File: config.mk
export PLATFORM = sky130hd
export DESIGN_NAME = fan_speed_arbiter
export DESIGN_NICKNAME = d
export VERILOG_FILES = /design/src/rtl/fsa_pkg.sv /design/src/rtl/fsa_regs.sv /design/src/rtl/fsa_events.sv /design/src/rtl/fsa_duty_sel.sv /design/src/rtl/fsa_pwm.sv /design/src/rtl/fan_speed_arbiter.sv
export SDC_FILE = /design/constraint.sdc
export NUM_CORES = 1
export LEC_CHECK = 0
export CAP_MARGIN = 20
export CORE_AREA = 5 5 120 122
export DETAILED_ROUTE_END_ITERATION = 7
export DIE_AREA = 0 0 125 127
export DONT_BUFFER_PORTS = 1
export GPL_ROUTABILITY_DRIVEN = 0
export PLACE_DENSITY_LB_ADDON = 0.05
export SYNTH_ARGS = -nofsm -noshare
export SYNTH_HDL_FRONTEND = slang
export SYNTH_SLANG_ARGS = --single-unit
File: constraint.sdc
create_clock -name clk_i -period 4.25 [get_ports clk_i]
set_clock_uncertainty 0.1 [all_clocks]
set_input_delay 0.6375 -clock clk_i [delete_from_list [all_inputs] [get_ports clk_i]]
set_output_delay 0.6375 -clock clk_i [all_outputs]
set_load 0.05 [all_outputs]
File: src/rtl/fsa_pkg.sv
package fsa_pkg;
   localparam int NFAN      = 2;
   localparam int CODE_W    = 4;
   localparam int NSLOT     = 15;
   localparam logic [CODE_W-1:0] CODE_FULL = 4'hF;

   // register map base addresses
   localparam int A_CFG     = 'h00;
   localparam int A_HPFORCE = 'h02;
   localparam int A_FULL    = 'h03;
   localparam int A_PRIO    = 'h04;
   localparam int A_MINALM  = 'h06;
   localparam int A_LINEACT = 'h08;
   localparam int A_FANMASK = 'h0A;
   localparam int A_GPBEH   = 'h10;
   localparam int A_GPMASK  = 'h18;
   localparam int A_TMPACT  = 'h20;
   localparam int A_AINMASK = 'h28;
   localparam int BANK_MAX  = 8;

   typedef logic [CODE_W-1:0]   code_t;
   typedef logic [NFAN-1:0]     fanvec_t;
endpackage

File: src/rtl/fsa_regs.sv
module fsa_regs
   import fsa_pkg::*;
#(
   parameter int NGPIO = 2,
   parameter int NTEMP = 3,
   parameter int NAIN  = 2,
   parameter int AW    = 6
) (
   input  logic                        clk_i,
   input  logic                        rst_ni,
   input  logic                        wr_en_i,
   input  logic [AW-1:0]               addr_i,
   input  logic [7:0]                  wdata_i,
   output logic [7:0]                  rdata_o,
   output code_t  [NFAN-1:0]           hp_code_o,
   output logic   [NFAN-1:0][1:0]      fsel_o,
   output fanvec_t                     force_hp_o,
   output fanvec_t                     force_full_o,
   output fanvec_t                     hp_first_o,
   output code_t  [NFAN-1:0]           minalm_o,
   output fanvec_t                     line_act_o,
   output fanvec_t [NFAN-1:0]          fan_mask_o,
   output logic   [NGPIO-1:0]          gp_in_o,
   output logic   [NGPIO-1:0]          gp_pol_o,
   output logic   [NGPIO-1:0]          gp_hpen_o,
   output fanvec_t [NGPIO-1:0]         gp_mask_o,
   output fanvec_t [NTEMP-1:0]         tmp_act_o,
   output fanvec_t [NAIN-1:0]          ain_mask_o
);
   logic [NFAN-1:0][7:0] cfg_q;
   fanvec_t              hpf_q, full_q, prio_q, line_q;
   code_t  [NFAN-1:0]    minalm_q;
   fanvec_t [NFAN-1:0]   fmask_q;
   logic [NGPIO-1:0]     gin_q, gpol_q, ghp_q;
   fanvec_t [NGPIO-1:0]  gmask_q;
   fanvec_t [NTEMP-1:0]  tact_q;
   fanvec_t [NAIN-1:0]   amask_q;

   function automatic logic hit(input logic [AW-1:0] a, input int base, input int idx);
      return a == AW'(base + idx);
   endfunction

   always_ff @(posedge clk_i or negedge rst_ni) begin
      if (!rst_ni) begin
         cfg_q    <= '{default: 8'h0F};
         hpf_q    <= '0;
         full_q   <= '0;
         prio_q   <= '0;
         line_q   <= '0;
         minalm_q <= '{default: CODE_FULL};
         fmask_q  <= '0;
         gin_q    <= '0;
         gpol_q   <= '0;
         ghp_q    <= '0;
         gmask_q  <= '0;
         tact_q   <= '0;
         amask_q  <= '0;
      end else if (wr_en_i) begin
         if (hit(addr_i, A_HPFORCE, 0)) hpf_q  <= wdata_i[NFAN-1:0];
         if (hit(addr_i, A_FULL, 0))    full_q <= wdata_i[NFAN-1:0];
         for (int f = 0; f < NFAN; f++) begin
            if (hit(addr_i, A_CFG, f))     cfg_q[f]    <= wdata_i;
            if (hit(addr_i, A_PRIO, f))    prio_q[f]   <= wdata_i[5];
            if (hit(addr_i, A_MINALM, f))  minalm_q[f] <= wdata_i[CODE_W-1:0];
            if (hit(addr_i, A_LINEACT, f)) line_q[f]   <= wdata_i[6];
            if (hit(addr_i, A_FANMASK, f)) fmask_q[f]  <= wdata_i[NFAN-1:0];
         end
         for (int g = 0; g < NGPIO; g++) begin
            if (hit(addr_i, A_GPBEH, g)) begin
               gin_q[g]  <= wdata_i[0];
               gpol_q[g] <= wdata_i[1];
               ghp_q[g]  <= wdata_i[5];
            end
            if (hit(addr_i, A_GPMASK, g)) gmask_q[g] <= wdata_i[NFAN-1:0];
         end
         for (int t = 0; t < NTEMP; t++)
            if (hit(addr_i, A_TMPACT, t)) tact_q[t] <= wdata_i[NFAN-1:0];
         for (int a = 0; a < NAIN; a++)
            if (hit(addr_i, A_AINMASK, a)) amask_q[a] <= wdata_i[NFAN-1:0];
      end
   end

   always_comb begin
      rdata_o = '0;
      if (hit(addr_i, A_HPFORCE, 0)) rdata_o = 8'(hpf_q);
      if (hit(addr_i, A_FULL, 0))    rdata_o = 8'(full_q);
      for (int f = 0; f < NFAN; f++) begin
         if (hit(addr_i, A_CFG, f))     rdata_o = cfg_q[f];
         if (hit(addr_i, A_PRIO, f))    rdata_o = {2'b0, prio_q[f], 5'b0};
         if (hit(addr_i, A_MINALM, f))  rdata_o = 8'(minalm_q[f]);
         if (hit(addr_i, A_LINEACT, f)) rdata_o = {1'b0, line_q[f], 6'b0};
         if (hit(addr_i, A_FANMASK, f)) rdata_o = 8'(fmask_q[f]);
      end
      for (int g = 0; g < NGPIO; g++) begin
         if (hit(addr_i, A_GPBEH, g))  rdata_o = {2'b0, ghp_q[g], 3'b0, gpol_q[g], gin_q[g]};
         if (hit(addr_i, A_GPMASK, g)) rdata_o = 8'(gmask_q[g]);
      end
      for (int t = 0; t < NTEMP; t++)
         if (hit(addr_i, A_TMPACT, t)) rdata_o = 8'(tact_q[t]);
      for (int a = 0; a < NAIN; a++)
         if (hit(addr_i, A_AINMASK, a)) rdata_o = 8'(amask_q[a]);
   end

   for (genvar f = 0; f < NFAN; f++) begin : g_fan_out
      assign hp_code_o[f] = cfg_q[f][3:0];
      assign fsel_o[f]    = cfg_q[f][5:4];
   end

   assign force_hp_o   = hpf_q;
   assign force_full_o = full_q;
   assign hp_first_o   = prio_q;
   assign minalm_o     = minalm_q;
   assign line_act_o   = line_q;
   assign fan_mask_o   = fmask_q;
   assign gp_in_o      = gin_q;
   assign gp_pol_o     = gpol_q;
   assign gp_hpen_o    = ghp_q;
   assign gp_mask_o    = gmask_q;
   assign tmp_act_o    = tact_q;
   assign ain_mask_o   = amask_q;
endmodule

File: src/rtl/fsa_events.sv
module fsa_events
   import fsa_pkg::*;
#(
   parameter int NGPIO = 2,
   parameter int NTEMP = 3,
   parameter int NAIN  = 2
) (
   input  fanvec_t                 fan_fault_i,
   input  fanvec_t                 fan_absent_i,
   input  logic                    ext_fault_ni,
   input  logic [NGPIO-1:0]        gpio_i,
   input  logic [NTEMP-1:0]        temp_fault_i,
   input  logic [NAIN-1:0]         ain_event_i,
   input  logic                    sleep_i,
   input  logic                    therm_ovr_i,
   input  fanvec_t                 force_hp_i,
   input  fanvec_t                 line_act_i,
   input  fanvec_t [NFAN-1:0]      fan_mask_i,
   input  logic [NGPIO-1:0]        gp_in_i,
   input  logic [NGPIO-1:0]        gp_pol_i,
   input  logic [NGPIO-1:0]        gp_hpen_i,
   input  fanvec_t [NGPIO-1:0]     gp_mask_i,
   input  fanvec_t [NTEMP-1:0]     tmp_act_i,
   input  fanvec_t [NAIN-1:0]      ain_mask_i,
   output fanvec_t                 hp_req_o,
   output fanvec_t                 alm_req_o
);
   logic [NGPIO-1:0] gp_live;
   logic             line_low;
   logic             sleep_ovr;

   assign line_low  = ~ext_fault_ni;
   assign sleep_ovr = sleep_i & therm_ovr_i;

   for (genvar g = 0; g < NGPIO; g++) begin : g_gpio
      assign gp_live[g] = gp_in_i[g] & gp_hpen_i[g] & (gpio_i[g] == gp_pol_i[g]);
   end

   for (genvar f = 0; f < NFAN; f++) begin : g_fan
      logic hp_l, alm_l;
      always_comb begin
         hp_l  = force_hp_i[f] | (line_act_i[f] & line_low);
         alm_l = sleep_ovr;
         for (int j = 0; j < NFAN; j++) begin
            alm_l = alm_l | (fan_fault_i[j] & fan_mask_i[j][f]);
            if (j != f)
               hp_l = hp_l | (fan_absent_i[j] & fan_mask_i[j][f]);
         end
         for (int g = 0; g < NGPIO; g++)
            hp_l = hp_l | (gp_live[g] & gp_mask_i[g][f]);
         for (int t = 0; t < NTEMP; t++)
            alm_l = alm_l | (temp_fault_i[t] & tmp_act_i[t][f]);
         for (int a = 0; a < NAIN; a++)
            alm_l = alm_l | (ain_event_i[a] & ain_mask_i[a][f]);
      end
      assign hp_req_o[f]  = hp_l;
      assign alm_req_o[f] = alm_l;
   end
endmodule

File: src/rtl/fsa_duty_sel.sv
module fsa_duty_sel
   import fsa_pkg::*;
(
   input  logic  full_i,
   input  logic  hp_req_i,
   input  logic  alm_req_i,
   input  logic  hp_first_i,
   input  code_t hp_code_i,
   input  code_t alm_code_i,
   input  code_t base_code_i,
   output code_t duty_o
);
   always_comb begin
      if (full_i)
         duty_o = CODE_FULL;
      else if (hp_req_i && alm_req_i)
         duty_o = hp_first_i ? hp_code_i : alm_code_i;
      else if (hp_req_i)
         duty_o = hp_code_i;
      else if (alm_req_i)
         duty_o = alm_code_i;
      else
         duty_o = base_code_i;
   end
endmodule

File: src/rtl/fsa_pwm.sv
module fsa_pwm
   import fsa_pkg::*;
#(
   parameter int SLOT_BASE = 1,
   parameter bit OUT_REG   = 1'b0
) (
   input  logic       clk_i,
   input  logic       rst_ni,
   input  code_t      code_i,
   input  logic [1:0] fsel_i,
   output logic       pwm_o,
   output code_t      code_act_o,
   output logic       period_start_o
);
   localparam int MAX_LEN = SLOT_BASE << 3;
   localparam int PRE_W   = $clog2(MAX_LEN + 1);
   localparam logic [3:0] LAST_SLOT = 4'(NSLOT - 1);

   if (SLOT_BASE < 1) begin : g_bad_base
      $error("fsa_pwm: SLOT_BASE must be at least 1");
   end

   logic [PRE_W-1:0] pre_q, slot_len;
   logic [3:0]       slot_q;
   code_t            code_q;
   logic [1:0]       fsel_q;
   logic             tick_last, raw;

   assign slot_len  = PRE_W'(SLOT_BASE) << fsel_q;
   assign tick_last = (pre_q == slot_len - PRE_W'(1));

   always_ff @(posedge clk_i or negedge rst_ni) begin
      if (!rst_ni) begin
         pre_q  <= '0;
         slot_q <= '0;
         code_q <= CODE_FULL;
         fsel_q <= '0;
      end else if (tick_last) begin
         pre_q <= '0;
         if (slot_q == LAST_SLOT) begin
            slot_q <= '0;
            code_q <= code_i;
            fsel_q <= fsel_i;
         end else begin
            slot_q <= slot_q + 4'd1;
         end
      end else begin
         pre_q <= pre_q + PRE_W'(1);
      end
   end

   assign raw = (slot_q < code_q);

   if (OUT_REG) begin : g_out_reg
      logic pwm_q;
      always_ff @(posedge clk_i or negedge rst_ni) begin
         if (!rst_ni) pwm_q <= 1'b1;
         else         pwm_q <= raw;
      end
      assign pwm_o = pwm_q;
   end else begin : g_out_comb
      assign pwm_o = raw;
   end

   assign code_act_o     = code_q;
   assign period_start_o = (slot_q == 4'd0) && (pre_q == '0);
endmodule

File: src/rtl/fan_speed_arbiter.sv
module fan_speed_arbiter
   import fsa_pkg::*;
#(
   parameter int NGPIO     = 2,
   parameter int NTEMP     = 3,
   parameter int NAIN      = 2,
   parameter int SLOT_BASE = 1,
   parameter bit OUT_REG   = 1'b0
) (
   input  logic             clk_i,
   input  logic             rst_ni,
   input  logic             wr_en_i,
   input  logic [5:0]       addr_i,
   input  logic [7:0]       wdata_i,
   output logic [7:0]       rdata_o,
   input  logic [1:0]       fan_fault_i,
   input  logic [1:0]       fan_absent_i,
   input  logic             ext_fault_ni,
   input  logic [NGPIO-1:0] gpio_i,
   input  logic [NTEMP-1:0] temp_fault_i,
   input  logic [NAIN-1:0]  ain_event_i,
   input  logic             sleep_i,
   input  logic             therm_ovr_i,
   input  logic [7:0]       auto_code_i,
   output logic [7:0]       duty_o,
   output logic [1:0]       pwm_o
);
   localparam int AW = 6;

   if (NGPIO < 1 || NGPIO > BANK_MAX) begin : g_bad_gpio
      $error("fan_speed_arbiter: NGPIO out of range");
   end
   if (NTEMP < 1 || NTEMP > BANK_MAX) begin : g_bad_temp
      $error("fan_speed_arbiter: NTEMP out of range");
   end
   if (NAIN < 1 || NAIN > BANK_MAX) begin : g_bad_ain
      $error("fan_speed_arbiter: NAIN out of range");
   end

   code_t  [NFAN-1:0]      hp_code, minalm, duty, code_act, auto_code;
   logic   [NFAN-1:0][1:0] fsel;
   fanvec_t                force_hp, force_full, hp_first, line_act;
   fanvec_t [NFAN-1:0]     fan_mask;
   logic [NGPIO-1:0]       gp_in, gp_pol, gp_hpen;
   fanvec_t [NGPIO-1:0]    gp_mask;
   fanvec_t [NTEMP-1:0]    tmp_act;
   fanvec_t [NAIN-1:0]     ain_mask;
   fanvec_t                hp_req, alm_req, period_start;
   logic                   sw_mode;

   assign auto_code = auto_code_i;

   fsa_regs #(.NGPIO(NGPIO), .NTEMP(NTEMP), .NAIN(NAIN), .AW(AW)) u_regs (
      .clk_i       (clk_i),
      .rst_ni      (rst_ni),
      .wr_en_i     (wr_en_i),
      .addr_i      (addr_i),
      .wdata_i     (wdata_i),
      .rdata_o     (rdata_o),
      .hp_code_o   (hp_code),
      .fsel_o      (fsel),
      .force_hp_o  (force_hp),
      .force_full_o(force_full),
      .hp_first_o  (hp_first),
      .minalm_o    (minalm),
      .line_act_o  (line_act),
      .fan_mask_o  (fan_mask),
      .gp_in_o     (gp_in),
      .gp_pol_o    (gp_pol),
      .gp_hpen_o   (gp_hpen),
      .gp_mask_o   (gp_mask),
      .tmp_act_o   (tmp_act),
      .ain_mask_o  (ain_mask)
   );

   fsa_events #(.NGPIO(NGPIO), .NTEMP(NTEMP), .NAIN(NAIN)) u_events (
      .fan_fault_i (fan_fault_i),
      .fan_absent_i(fan_absent_i),
      .ext_fault_ni(ext_fault_ni),
      .gpio_i      (gpio_i),
      .temp_fault_i(temp_fault_i),
      .ain_event_i (ain_event_i),
      .sleep_i     (sleep_i),
      .therm_ovr_i (therm_ovr_i),
      .force_hp_i  (force_hp),
      .line_act_i  (line_act),
      .fan_mask_i  (fan_mask),
      .gp_in_i     (gp_in),
      .gp_pol_i    (gp_pol),
      .gp_hpen_i   (gp_hpen),
      .gp_mask_i   (gp_mask),
      .tmp_act_i   (tmp_act),
      .ain_mask_i  (ain_mask),
      .hp_req_o    (hp_req),
      .alm_req_o   (alm_req)
   );

   // software control when no temperature channel claims any fan
   always_comb begin
      sw_mode = 1'b1;
      for (int t = 0; t < NTEMP; t++)
         if (tmp_act[t] != '0) sw_mode = 1'b0;
   end

   for (genvar f = 0; f < NFAN; f++) begin : g_fan
      code_t base_code;
      assign base_code = sw_mode ? minalm[f] : auto_code[f];

      fsa_duty_sel u_sel (
         .full_i     (force_full[f]),
         .hp_req_i   (hp_req[f]),
         .alm_req_i  (alm_req[f]),
         .hp_first_i (hp_first[f]),
         .hp_code_i  (hp_code[f]),
         .alm_code_i (minalm[f]),
         .base_code_i(base_code),
         .duty_o     (duty[f])
      );

      fsa_pwm #(.SLOT_BASE(SLOT_BASE), .OUT_REG(OUT_REG)) u_pwm (
         .clk_i         (clk_i),
         .rst_ni        (rst_ni),
         .code_i        (duty[f]),
         .fsel_i        (fsel[f]),
         .pwm_o         (pwm_o[f]),
         .code_act_o    (code_act[f]),
         .period_start_o(period_start[f])
      );
   end

   assign duty_o = duty;
endmodule

==> results.cfg, run 1 <==
[run_status]
outcome = complete, no violations

[global_routing]
grt_pass1_vias = 3694
antenna_found_initial = 0
grt_pass1_wl_um = 21500
groute.usage.overall_pct = 17.2
grt_overflow = 0
grt_max_degree = 61

[yosys]
ys_ff_latch = 84
async_flop_share_pct = 100
yosysWarnings = 0
synth.net_count = 497
ys.flop_type = dfrtp_1
syn_inst = 450
ys_seq_area_share_pct = 44.9
synth-edff-count = 0
syn_area_mm2 = 0.00475
yosysUniqueCellTypes = 59
synth_area_per_cell_um2 = 10.6

[placement]
hpwl_um = 9600
dp.cells = 623
pre_cts_ws_ps = 822
portBuffers = 0

[sta]
fmax_ghz = 0.271
relSlewSlack_pct = 29.4
slew_violations = 0
setup_viol = 0
post-route-worst-setup-slack_ps = 554
setup_tns_ps = 0
finalCriticalPeriod_ps = 3700
rsz0062_at_grt = false
worst_pin_slew_ps = 1060
finalHoldViolCount = 0
finalCritPeriodShare_pct = 87.0

[layout]
final_nets = 506
drive_gt1_share_pct = 31.3
fillers = 1261
areaGrowthSynthToFinish_pct = 12.2
instances_no_fill = 640
antenna_cells = 0

[setup_path]
cp-endpoint = duty_o[6]
crit_required_ps = 3510
worst-path-buf-inv = 1
cp-start-kind = register
rr_startpoint = u_regs.fan_mask_o[1]
cp_slowest_cell = a211oi_1
rr_endpoint = g_fan[1].u_pwm.code_act_o[3]
path_cells = a21oi_1 > o21ai_0 > a211oi_1 > nand4_1 > o32ai_1 > nor2_1 > buf_4
critPathKind = reg2out
reg2reg_depth = 6
critical_path.top_delay_family = compound AO/OA/AOI/OAI gates
worstSetupPathDepth = 7
max_stage_delay_ps = 780
end_kind = primary output
critPathLaunch = u_regs.fan_mask_o[1]
rrSetupSlack_ps = 1590
worstPathArrival_ps = 2960
worstPathMaxFanout = 4

[clock_network]
cts_buffers = 9
cts_resized = 0
clk_latency_ps = 340
htreeDepth = 3
clock_path_buffers = 2
cts_tree = yes
cts.sinks = 84
root_buffer = clkbuf_16
clk_pin_slew_ps = 60

[die]
die_w_um = 125
die_area_mm2 = 0.0159
die_y_um = 127
num_io_pins = 57
initial_core_util_pct = 36.3
row_count = 42
core_mm2 = 0.0131

[power_and_ir_drop]
powerDensity_mw_per_mm2 = 572
power.total_mw = 3.05
power_leakage_nw = 2.24
ir_worst_vdd_uv = 275

[route]
first_iter_violations = 227
vias_per_cell = 5.54
firstDrtPassIters = 4
drtAntennaViolNets = 0
wl_um = 13100
drcViolationCount = 0
wl_per_cell_um = 20.5
dr_total_vias = 3548

[hold_path]
hold_class = in2async

[run]
max_cap_violations = 0
-- worst min-delay path by stage --
stage	depth (start not counted)	slack, ps	end
final	0	50	g_fan[1].u_pwm.code_act_o[1]
after CTS	0	20	g_fan[0].u_pwm.code_act_o[2]
after detailed placement	0	250	u_regs.tmp_act_o[5]
after global placement	0	240	u_regs.tmp_act_o[5]
after floorplan	0	240	g_fan[0].u_pwm.fsel_q[0]
after global routing	0	20	g_fan[0].u_pwm.code_act_o[2]
-- Yosys cell counts, types with 6 or more instances --
cell type	count	area share (%)
mux2_2	69	16
dfrtp_1	60	32
nor2_1	41	3.2
nand2_1	33	2.6
dfstp_2	24	13
nand3_1	18	1.9
o21ai_0	17	1.8
inv_1	15	1.2
a21oi_1	14	1.5
nor3_1	12	1.3
clkbuf_1	9	0.71
a22o_1	8	1.5
ha_1	8	2.1
nor4_1	8	1.1
a22oi_1	7	1.1
or2_2	7	0.92
a21o_1	6	0.95
a221oi_1	6	1.1
nand2b_1	6	0.79
-- final cells by class --
| cell class | instances | area (um^2) | area share, % |
|---|---|---|---|
| clock buffers | 14 | 254 | 4.76 |
| multi-input cells | 335 | 2490 | 46.6 |
| well taps | 176 | 220 | 4.13 |
| repair buffers | 14 | 125 | 2.35 |
| clock inverters | 2 | 60.1 | 1.13 |
| inverters | 15 | 56.3 | 1.06 |
| flip-flops and latches | 84 | 2130 | 40.0 |
-- cell usage in the layout, fill, tap and decap left out, drive strengths merged, types with 5 or more instances in the layout --
cell type | synthesis | final
a22oi | 7 | 7
dfstp | 24 | 24
ha | 8 | 8
o31ai | 5 | 5
a21oi | 14 | 14
nor3 | 12 | 12
nand2b | 6 | 6
a22o | 8 | 8
mux2 | 70 | 70
buf | 7 | 14
a21o | 6 | 6
a221oi | 6 | 6
dfrtp | 60 | 60
xnor2 | 5 | 5
and3 | 9 | 9
and2 | 5 | 5
a211oi | 9 | 9
clkbuf | 9 | 14
nor4 | 8 | 8
nand3 | 18 | 18
or2 | 7 | 7
nor2 | 42 | 42
inv | 15 | 15
nand2 | 33 | 33
o21ai | 17 | 17
-- logic make-up (layout without fill, tap and decap cells) --
logic type / Yosys count / after routing / share of synthesized area [%]
AOI/OAI and AO/OA: 94 / 94 / 15.4
xor gates and xnor gates: 6 / 6 / 1.11
adders and majority gates: 8 / 8 / 2.11
buffers and inverters: 31 / 45 / 2.82
DFF: 84 / 84 / 44.9
muxes: 72 / 72 / 17.1
and+or+nand+nor: 155 / 155 / 16.7
-- routing by layer --
layer	track usage [%]	part of all wire, %
met5	0	0
met4	3.32	0.66
met3	7.01	8.7
met2	25.8	45
met1	23.8	46
-- worst register-to-register path: stages, from the launching register on --
cell and delay (ps):
dfrtp_1 430, a21oi_1 270, o21ai_0 140, a211oi_1 780, nand4_1 330, o32ai_1 380
o31ai_1 150
-- through the flow --
step | hold WS, ps | util [%] | cell area, um^2
floorplan | 242 | - | 4750
global placement | 245 | 38.2 | 4990
detailed placement | 245 | 38.2 | 4990
CTS | 23.5 | 40.8 | 5330
global route | 22.7 | 40.8 | 5330
finish | 49.9 | 40.8 | 5330
-- what timing repair did --
action | CTS | global route
buffers inserted | 0 | 0
endpoints found under the hold margin | 60 | 0
hold buffers | 1 | 0
-- power breakdown --
part	internal, mW	switching, mW	total (mW)
Combinational	0.398	0.566	0.964
Clock	0.532	0.309	0.841
Sequential	1.03	0.215	1.25
Total	1.96	1.09	3.05
-- sequential cells by signal, indices dropped and copies added, names as in the netlist, 6 cells and up --
| name | count |
|---|---|
| u_regs.tmp_act_o | 6 |
| u_regs.minalm_o | 8 |
| g_fan.u_pwm.slot_q | 8 |
| u_regs.hp_code_o | 8 |
| g_fan.u_pwm.code_act_o | 8 |
| g_fan.u_pwm.pre_q | 8 |
Power figures use the tool's default switching activity.
==> inputs of run 2 (changes only) <==
--- a/config.mk
+++ b/config.mk
@@ -6,11 +6,12 @@
 export NUM_CORES = 1
 export LEC_CHECK = 0
 export CAP_MARGIN = 20
-export CORE_AREA = 5 5 120 122
+export CELL_PAD_IN_SITES_DETAIL_PLACEMENT = 1
+export CELL_PAD_IN_SITES_GLOBAL_PLACEMENT = 1
+export CORE_AREA = 2 2 117 119
 export DETAILED_ROUTE_END_ITERATION = 7
-export DIE_AREA = 0 0 125 127
+export DIE_AREA = 0 0 119 121
 export DONT_BUFFER_PORTS = 1
-export GPL_ROUTABILITY_DRIVEN = 0
 export PLACE_DENSITY_LB_ADDON = 0.05
 export SYNTH_ARGS = -nofsm -noshare
 export SYNTH_HDL_FRONTEND = slang
==> run 2 against run 1 <==
Against the previous run:
- worst setup slack improved by 160 ps
- wire length rose by 5.5%
- total power rose by 0.68%
- combinational power rose by 1%
- cell area barely moved
- global-route usage rose by 3.2 points
- fmax rose by 4.5%
- sequential cell count did not move
- critical path depth did not move
==> results.cfg, run 2 (synthesis gave the netlist of run 1 again) <==
[clock_network]
cts.hold.buffers_added = 1
htreeDepth = 3
cts_tree = yes
cts_setup_buffers = 0
cts_buffers = 9
clk_latency_ps = 340
root_buffer = clkbuf_16
cts.sinks = 84
clk_pin_slew_ps = 60
clock_path_buffers = 2
cts_resized = 0

[sta]
finalCriticalPeriod_ps = 3540
post-route-worst-setup-slack_ps = 714
relSlewSlack_pct = 30.1
rsz0062_at_grt = false
fmax_ghz = 0.283
setup_viol = 0
worst_pin_slew_ps = 1050
finalCritPeriodShare_pct = 83.2
finalHoldViolCount = 0
slew_violations = 0
setup_tns_ps = 0

[global_routing]
antenna_found_initial = 0
grt_max_degree = 61
groute.usage.overall_pct = 20.5
grt_pass1_vias = 3827
grt_overflow = 0
grt_pass1_wl_um = 22200

[setup_path]
cp_slowest_cell = a211oi_1
path_cells = a21oi_1 > o21ai_0 > a211oi_1 > nand4_1 > o32ai_1 > nor2_1 > buf_4
end_kind = primary output
reg2reg_depth = 6
crit_required_ps = 3510
worstPathArrival_ps = 2800
critPathKind = reg2out
worstPathMaxFanout = 4
max_stage_delay_ps = 650
cp-start-kind = register

[layout]
antenna_cells = 0
final_nets = 505
areaGrowthSynthToFinish_pct = 12.2
layout_common_cells = mux2_2 (69), dfrtp_1 (60), nor2_1 (41), nand2_1 (33), dfstp_2 (24)
final_util_pct = 40.7
layout_commonest_cell = mux2_2
drive_gt1_share_pct = 31.7

[placement]
hpwl_um = 10100
pre_cts_ws_ps = 921
portBuffers = 0
gp_congestion = 0.847

[run_status]
outcome = complete, no violations

[die]
die_w_um = 119
row_count = 42
core_mm2 = 0.0131
die_y_um = 121
num_io_pins = 57
die_area_mm2 = 0.0144
initial_core_util_pct = 36.3

[power_and_ir_drop]
power_leakage_nw = 2.24
powerDensity_mw_per_mm2 = 576
power.total_mw = 3.07
ir_worst_vdd_uv = 398

[route]
wl_per_cell_um = 21.6
drtAntennaViolNets = 0
drcViolationCount = 0
vias_per_cell = 5.63
firstDrtPassIters = 4
wl_um = 13800
dr_total_vias = 3599
first_iter_violations = 178

[hold_path]
hold_class = in2async

[run]
max_cap_violations = 0
==> run 2: cell count changes in the layout (fill, tap and decap cells not counted) <==
| cell | before | now |
|---|---|---|
| clkbuf_1 | 4 | 1 |
| clkinv_2 | 0 | 3 |
| buf_4 | 13 | 12 |
==> run 2: area by class of cell <==
cell class	count	area [um^2]
Fill cell	1428	7750
Multi-Input combinational cell	335	2490
Sequential cell	84	2130
Clock buffer	11	243
Tap cell	176	220
Timing Repair Buffer	13	118
Clock inverter	5	75.1
Inverter	15	56.3
==> run 2: metrics by stage <==
stage / std cells / hold slack (ps) / area [um^2]
3_5_place_dp: 622 / 245 / 4980
6_report: 639 / 45.5 / 5330
2_1_floorplan: 450 / 242 / 4750
5_1_grt: 639 / 15.7 / 5330
4_1_cts: 639 / 21.9 / 5330
3_3_place_gp: 622 / 244 / 4980
==> run 2: critical path, delay by kind of cell, from the launching register on <==
| family | cells | cell delay (ps) |
|---|---|---|
| flops | 1 | 420 |
| buf+inv | 1 | 200 |
| simple gates | 2 | 430 |
| compound gates | 4 | 1410 |
==> run 2: power breakdown <==
part | internal [mW] | total [mW] | switching, mW | leakage, nW
Clock | 0.528 | 0.847 | 0.319 | 0.159
Combinational | 0.400 | 0.978 | 0.578 | 1.05
Sequential | 1.03 | 1.25 | 0.215 | 1.03
==> run 2: worst paths after layout <==
| check | startpoint | slack [ps] | to |
|---|---|---|---|
| min in group clk_i | wdata_i[6] | 340 | u_regs.line_act_o[1] |
| worst max-delay path | u_regs.fan_mask_o[1] | 710 | duty_o[6] |
| worst min-delay path | rst_ni | 50 | g_fan[1].u_pwm.code_act_o[1] |
| max in group asynchronous | rst_ni | 3700 | g_fan[1].u_pwm.slot_q[2] |
| worst min register to register | g_fan[1].u_pwm.code_act_o[0] | 390 | g_fan[1].u_pwm.code_act_o[0] |
| worst max register to register | u_regs.fan_mask_o[1] | 1740 | g_fan[1].u_pwm.code_act_o[3] |
==> run 2: layer usage <==
metal / global-route usage, % / routed length, um / up-vias
li1: - / - / 1690
met1: 28.4 / 6630 / 1810
met2: 30.7 / 6050 / 90
met3: 7.28 / 1010 / 9
met4: 4.32 / 140 / 0
met5: 0 / 0 / -
==> inputs of run 3 (changes only) <==
==> constraint.sdc (replaced) <==
create_clock -name clk_i -period 3.6 [get_ports clk_i]
set_clock_uncertainty 0.1 [all_clocks]
set_input_delay 0.54 -clock clk_i [delete_from_list [all_inputs] [get_ports clk_i]]
set_output_delay 0.54 -clock clk_i [all_outputs]
set_load 0.05 [all_outputs]
==> run 3 against run 2 <==
Against the previous run:
- the run now ends with negative hold slack left
- clock-buffer cell count is 2 higher
- non-clock buffer count is 5 higher
- register-to-register slack worse by 640 ps
- sequential power is 18% higher
==> results.cfg, run 3 (synthesis gave the netlist of run 1 again) <==
[run_status]
outcome = complete, but fails checks
violations = negative hold slack

[global_routing]
grt_pass1_vias = 3769
grt_max_degree = 85
antenna_found_initial = 0
groute.usage.overall_pct = 20.3
grt_overflow = 0
grt_pass1_wl_um = 22100

[hold_path]
hold_class = in2async

[clock_network]
root_buffer = clkbuf_16
htreeDepth = 3
cts.hold.buffers_added = 1
cts_resized = 0
cts.sinks = 84
clock_path_buffers = 2
clk_pin_slew_ps = 60
cts_tree = yes
cts_setup_buffers = 0
clk_latency_ps = 350
cts_buffers = 9

[route]
dr_total_vias = 3583
first_iter_violations = 138
wl_per_cell_um = 21.3
drcViolationCount = 0
firstDrtPassIters = 4
drtAntennaViolNets = 0
wl_um = 13700
vias_per_cell = 5.56

[setup_path]
cp-start-kind = register
rr_startpoint = u_regs.tmp_act_o[0]
critPathKind = reg2out
end_kind = primary output
critPathLaunch = u_regs.fan_mask_o[1]
worstPathArrival_ps = 2560
worstPathMaxFanout = 4
crit_required_ps = 2960

[power_and_ir_drop]
powerDensity_mw_per_mm2 = 683
power_leakage_nw = 2.25
ir_worst_vdd_uv = 386

[layout]
drive_gt1_share_pct = 31.8
final_util_pct = 40.9
layout_common_cells = mux2_2 (69), dfrtp_1 (60), nor2_1 (41), nand2_1 (33), dfstp_2 (24)
final_nets = 510
layout_commonest_cell = mux2_2
areaGrowthSynthToFinish_pct = 12.7
antenna_cells = 0

[sta]
slew_violations = 0
hold_ws_ps = -15.5
rsz0062_at_grt = false
setup_viol = 0
finalHoldViolCount = 7
worst_pin_slew_ps = 589
relSlewSlack_pct = 59.7
setup_tns_ps = 0
finalCriticalPeriod_ps = 3200
fmax_ghz = 0.313
finalCritPeriodShare_pct = 88.8

[die]
core_mm2 = 0.0131
die_y_um = 121
die_area_mm2 = 0.0144
initial_core_util_pct = 36.3
die_w_um = 119
num_io_pins = 57
row_count = 42

[placement]
portBuffers = 0
gp_congestion = 0.837
hpwl_um = 10200

[run]
max_cap_violations = 0
==> run 3: cell count changes in the layout (fill, tap and decap cells not counted) <==
cell	change
clkbuf_1	+3
clkinv_2	-2
clkbuf_8	-1
buf_4	+5
==> run 3: stage by stage <==
stage / setup WS (ps) / area [um^2] / cells / power, mW
after floorplan: 474 / 4750 / 450 / 2.40
after global placement: 687 / 5020 / 627 / 2.64
after detailed placement: 669 / 5020 / 627 / 2.69
after CTS: 389 / 5360 / 644 / 3.72
after global routing: 256 / 5360 / 644 / 3.89
final: 403 / 5360 / 644 / 3.66
==> run 3: critical path: stages (launching register included) <==
cell	delay, ps
dfrtp_1	430
a21oi_1	270
o21ai_0	160
a211oi_1	280
buf_4	200
nand4_1	190
o32ai_1	390
nor2_1	90
buf_4	200
==> run 3: report_power, final <==
group | internal (mW) | switching, mW
Combinational | 0.512 | 0.700
Sequential | 1.22 | 0.253
Clock | 0.608 | 0.368
Total | 2.34 | 1.32
==> run 3: area by class of cell <==
cell class | instances | area, um^2
Clock buffer | 13 | 240
Timing Repair Buffer | 18 | 155
Tap cell | 176 | 220
Inverter | 15 | 56.3
Multi-Input combinational cell | 335 | 2490
Sequential cell | 84 | 2130
Clock inverter | 3 | 65.1
Fill cell | 1433 | 7730
==> run 3: worst paths after layout <==
path / cells past startpoint / to / slack [ps]
min reg2reg: 2 / g_fan[1].u_pwm.code_act_o[2] / 370
max in group asynchronous: 1 / u_regs.hp_code_o[2] / 3020
min in group clk_i: 1 / u_regs.fsel_o[0] / 240
min: 1 / u_regs.tmp_act_o[1] / -20
max: 8 / duty_o[6] / 400
max reg2reg: 7 / g_fan[0].u_pwm.code_act_o[3] / 1100
==> run 3: metal layers <==
| metal | vias to the layer above | wire length, um | share of wire [%] | global-route usage [%] |
|---|---|---|---|---|
| li1 | 1694 | - | - | - |
| met1 | 1802 | 6530 | 48 | 27.7 |
| met2 | 72 | 6000 | 44 | 29.6 |
| met3 | 15 | 966 | 7.0 | 7.28 |
| met4 | 0 | 214 | 1.6 | 6.92 |
| met5 | - | 0 | 0 | 0 |
